===== src/rtl/accg_pkg.sv =====
package accg_pkg;
  localparam int NIB = 4;

  // major codes
  localparam logic [3:0] OP_ADD = 4'b1000;
  localparam logic [3:0] OP_SUB = 4'b1001;
  localparam logic [3:0] OP_LDR = 4'b1010;
  localparam logic [3:0] OP_XCH = 4'b1011;
  localparam logic [3:0] OP_LDI = 4'b1101;
  localparam logic [3:0] OP_GRP = 4'b1111;

  // minor codes under OP_GRP
  localparam logic [3:0] G_CLRB = 4'h0;
  localparam logic [3:0] G_CLRC = 4'h1;
  localparam logic [3:0] G_INC  = 4'h2;
  localparam logic [3:0] G_CMC  = 4'h3;
  localparam logic [3:0] G_CMA  = 4'h4;
  localparam logic [3:0] G_ROL  = 4'h5;
  localparam logic [3:0] G_ROR  = 4'h6;
  localparam logic [3:0] G_C2A  = 4'h7;
  localparam logic [3:0] G_DEC  = 4'h8;
  localparam logic [3:0] G_SCV  = 4'h9;
  localparam logic [3:0] G_SETC = 4'hA;
  localparam logic [3:0] G_DADJ = 4'hB;
  localparam logic [3:0] G_KEY  = 4'hC;
endpackage


===== src/rtl/accg_addsub.sv =====
module accg_addsub #(
  parameter int W = 4
) (
  input  logic [W-1:0] a,
  input  logic [W-1:0] b,
  input  logic         inv_b,
  input  logic         cin,
  output logic [W-1:0] sum,
  output logic         cout
);
  logic [W-1:0] b_eff;
  logic [W:0]   full;

  assign b_eff = inv_b ? ~b : b;
  assign full  = {1'b0, a} + {1'b0, b_eff} + {{W{1'b0}}, cin};
  assign sum   = full[W-1:0];
  assign cout  = full[W];
endmodule


===== src/rtl/accg_keycode.sv =====
module accg_keycode #(
  parameter int W = 4
) (
  input  logic [W-1:0] val,
  output logic [W-1:0] code
);
  always_comb begin
    code = '1;
    if (val == '0) code = '0;
    for (int i = 0; i < W; i++) begin
      if (val == W'(1 << i)) code = W'(i + 1);
    end
  end
endmodule


===== src/rtl/acc_group_alu.sv =====
module acc_group_alu
  import accg_pkg::*;
#(
  parameter int W = NIB
) (
  input  logic         clk,
  input  logic         rst,
  input  logic         in_valid,
  input  logic [3:0]   in_op,
  input  logic [3:0]   in_sub,
  input  logic [W-1:0] in_reg,
  input  logic [W-1:0] in_imm,
  output logic [W-1:0] acc,
  output logic         carry,
  output logic         wb_valid,
  output logic [W-1:0] wb_data
);
  localparam logic [W-1:0] DEC_MAX = W'(9);
  localparam logic [W-1:0] DEC_FIX = W'(6);
  localparam logic [W-1:0] SCV_HI  = W'(10);
  localparam logic [W-1:0] SCV_LO  = W'(9);

  logic [W-1:0] acc_q, acc_n;
  logic         cy_q, cy_n;
  logic         wb_q, wb_n;
  logic [W-1:0] wbd_q;

  // shared adder operands
  logic [W-1:0] add_b, add_sum;
  logic         add_inv, add_cin, add_cout;
  logic [W-1:0] key_code;

  accg_addsub #(.W(W)) u_add (
    .a(acc_q), .b(add_b), .inv_b(add_inv), .cin(add_cin),
    .sum(add_sum), .cout(add_cout)
  );

  accg_keycode #(.W(W)) u_key (
    .val(acc_q), .code(key_code)
  );

  always_comb begin
    add_b   = in_reg;
    add_inv = 1'b0;
    add_cin = cy_q;
    if (in_op == OP_SUB) begin
      add_inv = 1'b1;
    end else if (in_op == OP_GRP) begin
      unique case (in_sub)
        G_INC:   begin add_b = '0;      add_inv = 1'b0; add_cin = 1'b1; end
        G_DEC:   begin add_b = W'(1);   add_inv = 1'b1; add_cin = 1'b1; end
        default: begin add_b = DEC_FIX; add_inv = 1'b0; add_cin = 1'b0; end
      endcase
    end
  end

  always_comb begin
    acc_n = acc_q;
    cy_n  = cy_q;
    wb_n  = 1'b0;
    if (in_valid) begin
      case (in_op)
        OP_ADD, OP_SUB: begin acc_n = add_sum; cy_n = add_cout; end
        OP_LDR:         acc_n = in_reg;
        OP_XCH:         begin acc_n = in_reg; wb_n = 1'b1; end
        OP_LDI:         acc_n = in_imm;
        OP_GRP: begin
          case (in_sub)
            G_CLRB: begin acc_n = '0; cy_n = 1'b0; end
            G_CLRC: cy_n = 1'b0;
            G_INC, G_DEC: begin acc_n = add_sum; cy_n = add_cout; end
            G_CMC:  cy_n = ~cy_q;
            G_CMA:  acc_n = ~acc_q;
            G_ROL:  {cy_n, acc_n} = {acc_q, cy_q};
            G_ROR:  {acc_n, cy_n} = {cy_q, acc_q};
            G_C2A:  begin acc_n = {{(W-1){1'b0}}, cy_q}; cy_n = 1'b0; end
            G_SCV:  begin acc_n = cy_q ? SCV_HI : SCV_LO; cy_n = 1'b0; end
            G_SETC: cy_n = 1'b1;
            G_DADJ: begin
              if (acc_q > DEC_MAX || cy_q) begin
                acc_n = add_sum;
                if (add_cout) cy_n = 1'b1;
              end
            end
            G_KEY:  acc_n = key_code;
            default: ;
          endcase
        end
        default: ;
      endcase
    end
  end

  always_ff @(posedge clk) begin
    if (rst) begin
      acc_q <= '0;
      cy_q  <= 1'b0;
      wb_q  <= 1'b0;
      wbd_q <= '0;
    end else begin
      acc_q <= acc_n;
      cy_q  <= cy_n;
      wb_q  <= wb_n;
      if (wb_n) wbd_q <= acc_q;
    end
  end

  assign acc      = acc_q;
  assign carry    = cy_q;
  assign wb_valid = wb_q;
  assign wb_data  = wbd_q;
endmodule


===== config.mk =====
export PLATFORM = sky130hd
export DESIGN_NAME = acc_group_alu
export DESIGN_NICKNAME = d
export VERILOG_FILES = /design/src/rtl/accg_pkg.sv /design/src/rtl/accg_addsub.sv /design/src/rtl/accg_keycode.sv /design/src/rtl/acc_group_alu.sv
export SDC_FILE = /design/constraint.sdc
export NUM_CORES = 1
export LEC_CHECK = 0
export ABC_AREA = 1
export CORE_AREA = 8 8 65 67
export DETAILED_ROUTE_END_ITERATION = 16
export DIE_AREA = 0 0 73 75
export DONT_BUFFER_PORTS = 1
export GPL_TIMING_DRIVEN = 0
export PLACE_DENSITY = 0.63
export RECOVER_POWER = 25
export SYNTH_ARGS = -nofsm -noshare
export SYNTH_HDL_FRONTEND = slang
export SYNTH_SLANG_ARGS = --single-unit

===== constraint.sdc =====
create_clock -name clk -period 3.7 [get_ports clk]
set_clock_uncertainty 0.1 [all_clocks]
set_input_delay 0.74 -clock clk [delete_from_list [all_inputs] [get_ports clk]]
set_output_delay 0.74 -clock clk [all_outputs]
set_load 0.05 [all_outputs]

==> impl_metrics.env, run 1 <==
export IMPL_status="completed"
export IMPL_drc_errors=0
export IMPL_drive_gt1_share_pct=11.6
export IMPL_grt_pass1_wl_um=6130
export IMPL_ff_latch_area_um2=200
export IMPL_max_slew_margin_pct=39.0
export IMPL_die_w_um=73
export IMPL_setup_tns_ns=0
export IMPL_synth_top_cell_by_area="nand2_1"
export IMPL_yosys_top_cells_count="nand2_1 (64), nor2_1 (35), nand3_1 (26)"
export IMPL_fin_util_pct=43.1
export IMPL_cts_max_path_buffers=2
export IMPL_grt_max_degree=11
export IMPL_synth_warnings=0
export IMPL_hold_path_class="primary input to flip-flop"
export IMPL_power_uw=351
export IMPL_ys_seq_area_share_pct=15.4
export IMPL_antenna_found_initial=0
export IMPL_clkTransAtPathRegs_ns=0.09
export IMPL_antenna_left=0
export IMPL_start_kind="primary input"
export IMPL_p_per_area_mw_per_mm2=252
export IMPL_cts_max_level=1
export IMPL_core_mm2=0.00323
export IMPL_drtPass1Iterations=4
export IMPL_end_kind="flip-flop"
export IMPL_final_area_mm2=0.00139
export IMPL_syn_area_mm2=0.00130
export IMPL_grt_use_total_pct=14.2
export IMPL_ctsRootBufferMaster="clkbuf_4"
export IMPL_dp_hpwl_um=2920
export IMPL_cp_data_required_time_ns=3.76
export IMPL_yosys_top_cells_area="nand2_1 (18%), dfxtp_1 (15%), nor2_1 (10%)"
export IMPL_fin_ws_ns=0.877
export IMPL_fin_nets=257
export IMPL_cts_tree="yes"
export IMPL_drtIter0Drc=84
export IMPL_maxCapViolCount=0
export IMPL_wl_per_cell_um=13.0
export IMPL_synth_edf_count=0
export IMPL_fill_cells=381
export IMPL_cts_resized_gates=0
export IMPL_p_leak_nw=0.650
export IMPL_worstSkewPairLatency_ns=0.29
export IMPL_min_period_ns=2.82
export IMPL_synthMostInstantiatedCell="nand2_1"
export IMPL_ir_worst_vdd_v=0.0000915
export IMPL_yosys_area_top_type_share_pct=18.5
export IMPL_async_reset_ff_share_pct=0
export IMPL_wl_um=3610
export IMPL_ys_ff_latch=10
export IMPL_critical_path_class="primary input to flip-flop"
export IMPL_cts_buffers=3
export IMPL_place_area_mm2=0.00136
export IMPL_port_buffers=0
export IMPL_timing_reg2reg_setup_slack_ns=1.04
export IMPL_routabilityCongestion=0.928
export IMPL_dp_slack_ns=0.553
export IMPL_grt_pass1_vias=1363
export IMPL_multi_input_area_um2=981
export IMPL_tightestPinTransition_ns=0.908
export IMPL_setup_viol=0
export IMPL_crit_arrival_ns=2.88
export IMPL_num_antenna_cells=0
export IMPL_worst_path_max_fanout=4
export IMPL_ctsHoldBuffers=0
export IMPL_rsz0062_at_grt="no"
export IMPL_post_cts_buffers=0
export IMPL_avgSynthCellArea_um2=5.70
export IMPL_dieArea_mm2=0.00548
export IMPL_ioPinCount=29
export IMPL_initial_core_util_pct=40.2
export IMPL_areaGrowthSynthToFinish_pct=7.23
export IMPL_synth_cells=228
export IMPL_finalCritPeriodShare_pct=76.3
export IMPL_final_max_slew_viol_count=0
export IMPL_final_hold_violation_count=0
export IMPL_synth_main_ff_cell="dfxtp_1"
export IMPL_grt_remaining_overflow=0
export IMPL_vias=1408
export IMPL_clock_sinks=10
export IMPL_ys_types=29
export IMPL_via_per_inst=5.06
export IMPL_rows=21
export IMPL_fmax_ghz=0.354
export IMPL_synthesis_nets=252
export IMPL_die_height_um=75
## routing by layer
| layer | routed length (um) | global-route usage [%] |
|---|---|---|
| met1 | 1740 | 17.3 |
| met2 | 1640 | 24.0 |
| met3 | 182 | 2.93 |
| met4 | 58 | 5.56 |
| met5 | 0 | 0 |
## critical path, stage by stage
cell and delay, ns:
inv_1 0.05, nand2_1 0.09, nor2_1 0.18, nand2_1 0.13
o21ai_0 0.28, fa_1 0.26, inv_1 0.06, fa_1 0.39
nand3b_1 0.17, nand2_1 0.10, nor2_1 0.05, nor2_1 0.08
nand2_1 0.07, o21ai_0 0.16, a21oi_1 0.08
## path summary, 6_finish.rpt
kind | start | endpoint | cells after the start
max reg2reg | carry | carry | 12
min | in_op[1] | wb_valid | 2
max | in_op[2] | carry | 15
min reg2reg | wb_data[0] | wb_data[0] | 2
## registers in the layout (all words and copies together), names as in the netlist
register,cells
wb_data,4
acc,4
carry,1
wb_valid,1
## kinds of logic (layout without fill, tap and decap cells)
logic type | Yosys count | after routing | share of synthesized area, %
buffers and inverters | 30 | 34 | 9.05
DFF | 10 | 10 | 15.4
xor gates and xnor gates | 3 | 3 | 2.02
adders and majority gates | 5 | 5 | 5.97
and+or+nand+nor | 147 | 147 | 53.1
AOI/OAI and AO/OA | 33 | 33 | 14.5
## area by class of cell
type	count	share of cell area (%)
inverters	27	7.28
plain buffers	3	1.17
flip-flops and latches	10	14.4
multi-input cells	188	70.4
well taps	46	4.13
clock buffers	4	2.61
## metrics by stage
stage / hold WS (ns) / std cells
floorplan: 0.607 / 228
global placement: 0.625 / 274
detailed placement: 0.631 / 274
CTS: 0.551 / 278
global route: 0.570 / 278
finish: 0.547 / 278
## power breakdown
part / internal [mW] / switching (mW) / total (mW)
sequential: 0.111 / 0.0209 / 0.132
combinational: 0.0391 / 0.0688 / 0.108
clock: 0.0599 / 0.0507 / 0.111
total: 0.210 / 0.140 / 0.351
## cells in the final DEF, fill, tap and decap left out, types with 2 or more instances in the layout
cell      instances
a211oi_1          4
a21oi_1          12
a21oi_2           2
clkbuf_4          3
dfxtp_1          10
fa_1              2
ha_1              3
inv_1            23
inv_2             3
nand2_1          64
nand2_2           3
nand2_4           2
nand3_1          26
nand3_4           2
nand4_1           2
nor2_1           35
nor2_2            4
nor2_4            4
nor3_1            3
o21ai_0          13
xnor2_1           2
(Power assumes the default switching activity.)
==> inputs of run 2 (changes only) <==
--- a/config.mk
+++ b/config.mk
@@ -5,13 +5,13 @@
 export SDC_FILE = /design/constraint.sdc
 export NUM_CORES = 1
 export LEC_CHECK = 0
-export ABC_AREA = 1
-export CORE_AREA = 8 8 65 67
+export ABC_AREA = 0
+export CORE_AREA = 8 8 66 68
 export DETAILED_ROUTE_END_ITERATION = 16
-export DIE_AREA = 0 0 73 75
+export DIE_AREA = 0 0 74 76
 export DONT_BUFFER_PORTS = 1
 export GPL_TIMING_DRIVEN = 0
-export PLACE_DENSITY = 0.63
+export PLACE_DENSITY = 0.64
 export RECOVER_POWER = 25
 export SYNTH_ARGS = -nofsm -noshare
 export SYNTH_HDL_FRONTEND = slang
==> constraint.sdc (replaced) <==
create_clock -name clk -period 2.4 [get_ports clk]
set_clock_uncertainty 0.1 [all_clocks]
set_input_delay 0.48 -clock clk [delete_from_list [all_inputs] [get_ports clk]]
set_output_delay 0.48 -clock clk [all_outputs]
set_load 0.05 [all_outputs]
==> impl_metrics.env, run 2 <==
export IMPL_status="finished, violations left"
export IMPL_violations="setup timing"
export IMPL_antenna_found_initial=0
export IMPL_via_per_inst=6.03
export IMPL_dieArea_mm2=0.00562
export IMPL_grt_pass1_wl_um=6550
export IMPL_worst_path_max_fanout=7
export IMPL_p_leak_nw=0.678
export IMPL_p_seq_share_pct=34.5
export IMPL_max_slew_margin_pct=57.1
export IMPL_ir_worst_vdd_v=0.000201
export IMPL_synth_warnings=0
export IMPL_drive_gt1_share_pct=27.1
export IMPL_clkTransAtPathRegs_ns=0.06
export IMPL_drtIter0Drc=53
export IMPL_grt_max_degree=11
export IMPL_fin_nets=214
export IMPL_dpl_cell_count=225
export IMPL_grt_busiest_layer="met2"
export IMPL_ff_latch_area_um2=204
export IMPL_use_met2_pct=23.2
export IMPL_multi_input_area_mm2=0.00112
export IMPL_startpoint="in_op[2]"
export IMPL_cts_buffers=3
export IMPL_synth_mux_area_share_pct=3.03
export IMPL_antenna_left=0
export IMPL_areaGrowthSynthToFinish_pct=26.9
export IMPL_port_buffers=0
export IMPL_initial_core_util_pct=38.4
export IMPL_cp_data_required_time_ns=2.45
export IMPL_yosys_area_top_type_share_pct=15.2
export IMPL_slowest_stage="fa_1"
export IMPL_synth_compound_area_share_pct=35.4
export IMPL_rows=22
export IMPL_dp_hpwl_um=3130
export IMPL_cts_max_path_buffers=2
export IMPL_synth_top_family_by_area="compound AO/OA/AOI/OAI gates"
export IMPL_die_w_um=74
export IMPL_synth_main_ff_cell="dfxtp_1"
export IMPL_fin_cells=236
export IMPL_p_clk_share_pct=18.9
export IMPL_comb_power_share_pct=46.7
export IMPL_synth_edf_count=0
export IMPL_ctsRootBufferMaster="clkbuf_4"
export IMPL_routabilityCongestion=0.892
export IMPL_critical_path_class="primary input to flip-flop"
export IMPL_final_cell_mix="nor2_1 (12), o21ai_0 (10), inv_1 (10)"
export IMPL_synth_top_cell_by_area="dfxtp_1"
export IMPL_grt_use_met3_pct=4.47
export IMPL_finalCritPeriodShare_pct=116
export IMPL_synth_simple_gate_area_share_pct=25.6
export IMPL_reg2reg_from="acc[0]"
export IMPL_p_per_area_mw_per_mm2=338
export IMPL_cts_tree="yes"
export IMPL_synth_cells=177
export IMPL_crit_arrival_ns=2.84
export IMPL_ys_ff_latch=10
export IMPL_tightestPinTransition_ns=0.643
export IMPL_yosys_top_cells_area="dfxtp_1 (15%), a21oi_1 (4.5%), o21ai_0 (4.2%)"
export IMPL_syn_area_mm2=0.00132
export IMPL_ctsHoldBuffers=0
export IMPL_p_sw_share_pct=37.7
export IMPL_avgSynthCellArea_um2=7.46
export IMPL_vias=1424
export IMPL_core_mm2=0.00344
export IMPL_maxCapViolCount=0
export IMPL_cts_max_level=1
export IMPL_end_kind="flip-flop"
export IMPL_path_common_cell="clkbuf_16"
export IMPL_worstPathCellList="clkbuf_16 -> clkbuf_16 -> nor3_2 -> a21oi_2 -> o21ai_2 -> fa_2 -> inv_2 -> fa_1 -> inv_1 -> a221o_1 -> a211o_1 -> a32o_1"
export IMPL_fmax_ghz=0.358
export IMPL_p_sw_uw=213
export IMPL_dp_slack_ns=-0.768
export IMPL_use_met1_pct=16.0
export IMPL_p_int_uw=353
export IMPL_final_max_slew_viol_count=0
export IMPL_ys_seq_area_share_pct=15.2
export IMPL_rsz0062_at_grt="yes"
export IMPL_wl_um=4280
export IMPL_grt_use_total_pct=14.3
export IMPL_synthesis_nets=201
export IMPL_yosys_top_cells_count="nor2_1 (14), a21oi_1 (12), inv_1 (11), o21ai_0 (11), dfxtp_1 (10)"
export IMPL_drtPass1Iterations=4
export IMPL_grt_pass1_vias=1384
export IMPL_fin_ws_ns=-0.392
export IMPL_ys_types=50
export IMPL_worstSkewPairLatency_ns=0.25
export IMPL_slowest_delay_ns=0.51
export IMPL_start_kind="primary input"
export IMPL_layout_commonest_cell="nor2_1"
export IMPL_min_period_ns=2.79
export IMPL_num_antenna_cells=0
export IMPL_timing_reg2reg_setup_slack_ns=-0.37
export IMPL_setup_tns_ns=-0.996
export IMPL_setup_viol=4
export IMPL_final_hold_violation_count=0
export IMPL_synthMostInstantiatedCell="nor2_1"
export IMPL_worst_r2r_path_depth=7
export IMPL_async_reset_ff_share_pct=0
export IMPL_grt_remaining_overflow=0
export IMPL_fill_cells=357
export IMPL_r2r_end="acc[1]"
export IMPL_synth_xor_area_share_pct=3.98
export IMPL_drc_errors=0
export IMPL_ioPinCount=29
export IMPL_whs_path_depth=3
export IMPL_hold_path_class="primary input to flip-flop"
export IMPL_clock_sinks=10
export IMPL_crit_path_end="acc[1]"
export IMPL_wl_per_cell_um=18.1
export IMPL_die_height_um=76
export IMPL_synth_adder_area_share_pct=6.64
-- run 2: changes by cell type after synthesis, sizes merged, moves of 7 or more --
| cell | before | now |
|---|---|---|
| nor2b | 0 | 7 |
| nand3 | 28 | 4 |
| nand2b | 0 | 8 |
| inv | 26 | 11 |
| nor2 | 43 | 14 |
| nand2 | 69 | 7 |
| buf | 2 | 10 |
-- run 2: worst max-delay path, delay by kind of cell --
family,cells,cell delay [ns]
and+or+nand+nor,1,0.18
AOI/OAI and AO/OA,5,1.04
adders and majority gates,2,0.75
buffers and inverters,4,0.39
-- run 2: worst min path at each step --
stage	startpoint	endpoint	slack [ns]
4_1_cts	in_valid	carry	0.40
3_3_place_gp	wb_data[1]	wb_data[1]	0.66
3_5_place_dp	wb_data[3]	wb_data[3]	0.67
5_1_grt	in_valid	carry	0.42
2_1_floorplan	carry	carry	0.62
6_report	in_valid	carry	0.42
-- run 2: stage by stage --
stage                     hold slack (ns)  power [mW]  util [%]  cell area, um^2
final                               0.422       0.567      48.7             1680
after global routing                0.417       0.604      48.7             1680
after CTS                           0.400       0.550      46.6             1600
after detailed placement            0.674       0.422      42.9             1480
after global placement              0.661       0.418      42.9             1480
after floorplan                     0.621       0.378         -             1420
-- run 2: power by group through the flow --
stage               registers [mW]  logic [mW]  clock network, mW
floorplan                    0.197       0.181                  0
finish                       0.195       0.264              0.107
global route                 0.196       0.284              0.124
CTS                          0.195       0.240              0.115
global placement             0.200       0.218                  0
detailed placement           0.200       0.222                  0
-- run 2: cells by family (layout without fill, tap and decap cells) --
group	count (synthesis)	after routing
compound gates	64	64
simple gates	62	62
flops	10	10
mux	4	4
fa+ha+maj	6	6
buf+inv	25	36
xor+xnor	6	6
-- run 2: metal layers --
| layer | part of all wire, % | wire length [um] | up-vias |
|---|---|---|---|
| met2 | 51 | 2170 | 61 |
| li1 | - | - | 683 |
| met3 | 9.5 | 408 | 11 |
| met5 | 0 | 0 | - |
| met1 | 37 | 1600 | 669 |
| met4 | 2.4 | 101 | 0 |
-- run 2: final cells by class --
class	instances	area share [%]
Inverter	11	2.46
Timing Repair Buffer	8	3.81
Sequential cell	10	12.2
Clock buffer	3	1.34
Tap cell	48	3.58
Multi-Input combinational cell	142	67.0
Buffer	14	9.63
-- run 2: timing repair --
item | 4_1_cts | 5_1_grt
setup endpoints to repair | 5 | 5
buffers inserted | 7 | 1
gates cloned | 0 | 0
resized for setup | 12 | 12
pin swaps | 14 | 10
==> inputs of run 3 (changes only) <==
--- a/config.mk
+++ b/config.mk
@@ -11,7 +11,7 @@
 export DIE_AREA = 0 0 74 76
 export DONT_BUFFER_PORTS = 1
 export GPL_TIMING_DRIVEN = 0
-export PLACE_DENSITY = 0.64
+export PLACE_DENSITY = 0.62
 export RECOVER_POWER = 25
 export SYNTH_ARGS = -nofsm -noshare
 export SYNTH_HDL_FRONTEND = slang
==> constraint.sdc (replaced) <==
create_clock -name clk -period 3 [get_ports clk]
set_clock_uncertainty 0.1 [all_clocks]
set_input_delay 0.6 -clock clk [delete_from_list [all_inputs] [get_ports clk]]
set_output_delay 0.6 -clock clk [all_outputs]
set_load 0.05 [all_outputs]
==> impl_metrics.env, run 3 (synthesis results as in run 2) <==
export IMPL_hold_ws_ns=0.539
export IMPL_ctsHoldBuffers=0
export IMPL_clock_sinks=10
export IMPL_drc_errors=0
export IMPL_start_kind="primary input"
export IMPL_antenna_left=0
export IMPL_vias=1381
export IMPL_cp_data_required_time_ns=3.04
export IMPL_ioPinCount=29
export IMPL_final_max_slew_viol_count=0
export IMPL_ir_worst_vdd_v=0.000253
export IMPL_initial_core_util_pct=38.4
export IMPL_worst_r2r_path_depth=9
export IMPL_die_height_um=76
export IMPL_status="completed"
export IMPL_final_hold_violation_count=0
export IMPL_tightestPinTransition_ns=0.667
export IMPL_fin_cells=231
export IMPL_hold_path_class="primary input to flip-flop"
export IMPL_fin_nets=209
export IMPL_layout_commonest_cell="nor2_1"
export IMPL_areaGrowthSynthToFinish_pct=17.2
export IMPL_grt_pass1_vias=1265
export IMPL_end_kind="flip-flop"
export IMPL_die_w_um=74
export IMPL_setup_viol=0
export IMPL_critical_path_class="primary input to flip-flop"
export IMPL_cts_tree="yes"
export IMPL_rsz0062_at_grt="yes"
export IMPL_grt_pass1_wl_um=6230
export IMPL_grt_remaining_overflow=0
export IMPL_grt_max_degree=11
export IMPL_drive_gt1_share_pct=19.1
export IMPL_p_per_area_mw_per_mm2=276
export IMPL_drtIter0Drc=95
export IMPL_final_area_mm2=0.00155
export IMPL_wl_per_cell_um=16.4
export IMPL_final_cell_mix="nor2_1 (12), a21oi_1 (10), o21ai_0 (10), inv_1 (10), dfxtp_1 (9)"
export IMPL_crit_arrival_ns=2.97
export IMPL_dp_hpwl_um=3070
export IMPL_cts_max_level=1
export IMPL_fill_cells=368
export IMPL_antenna_found_initial=0
export IMPL_slowest_stage="fa_1"
export IMPL_min_period_ns=2.92
export IMPL_via_per_inst=5.98
export IMPL_timing_reg2reg_setup_slack_ns=0.14
export IMPL_fmax_ghz=0.342
export IMPL_wl_um=3790
export IMPL_dpl_cell_count=225
export IMPL_maxCapViolCount=0
export IMPL_max_slew_margin_pct=55.5
export IMPL_worst_path_max_fanout=10
export IMPL_setup_tns_ns=0
export IMPL_whs_path_depth=3
export IMPL_r2r_end="acc[1]"
export IMPL_min_to="carry"
export IMPL_drtPass1Iterations=4
export IMPL_p_leak_nw=0.615
export IMPL_rows=22
export IMPL_reg2reg_from="carry"
export IMPL_finalCritPeriodShare_pct=97.5
export IMPL_startpoint="in_op[2]"
export IMPL_slowest_delay_ns=0.54
export IMPL_cts_buffers=3
export IMPL_port_buffers=0
export IMPL_cts_max_path_buffers=2
export IMPL_routabilityCongestion=0.920
export IMPL_clkTransAtPathRegs_ns=0.06
export IMPL_num_antenna_cells=0
export IMPL_place_area_mm2=0.00147
export IMPL_hp_start="in_valid"
export IMPL_core_mm2=0.00344
export IMPL_worstSkewPairLatency_ns=0.25
export IMPL_dieArea_mm2=0.00562
export IMPL_worstPathCellList="clkbuf_8 -> buf_8 -> nor3_2 -> a21oi_1 -> o21ai_2 -> fa_2 -> inv_2 -> fa_1 -> inv_1 -> a221o_1 -> a211o_1 -> a32o_1"
export IMPL_ctsRootBufferMaster="clkbuf_4"
export IMPL_grt_use_total_pct=13.6
run 3: timing repair:
item	in CTS	in global routing
endpoints found under the hold margin	0	0
pin swaps	4	6
resized for setup	1	9
setup endpoints to repair	2	2
setup buffers	2	1
run 3: report_power, final:
part | internal [mW] | switching, mW | total (mW)
sequential | 0.137 | 0.0200 | 0.157
clock | 0.0458 | 0.0372 | 0.0831
combinational | 0.0861 | 0.100 | 0.186
run 3: worst max path at each step:
stage,endpoint
finish,acc[1]
global route,acc[1]
CTS,acc[1]
detailed placement,acc[1]
global placement,acc[1]
floorplan,acc[1]
run 3: area by class of cell:
cell class	instances	area (um^2)	area share, %
Multi-Input combinational cell	142	1060	68.8
Sequential cell	10	201	13.0
Buffer	14	135	8.74
Tap cell	48	60.1	3.88
Inverter	11	41.3	2.67
Clock buffer	3	22.5	1.46
Timing Repair Buffer	3	22.5	1.46
run 3: metal layers:
layer  vias up  routed length [um]  global-route usage, %
met2        55                1740                   21.0
li1        679                   -                      -
met4         0                  72                   5.80
met5         -                   0                      0
met3         8                 385                   4.34
met1       639                1590                   16.5
run 3: stage by stage:
step	worst slack, ns	total power, mW	util (%)
6_report	0.0764	0.427	44.9
5_1_grt	-0.00253	0.458	44.9
4_1_cts	0.0293	0.423	43.9
3_5_place_dp	-0.348	0.337	42.8
3_3_place_gp	-0.321	0.333	42.8
2_1_floorplan	-0.0490	0.301	-
run 3: critical path, delay by kind of cell:
family / cells / cell delay (ns)
buffers and inverters: 4 / 0.38
AO/OA/AOI/OAI: 5 / 1.07
AND/OR/NAND/NOR: 1 / 0.14
adder cells (fa/ha/maj): 2 / 0.78
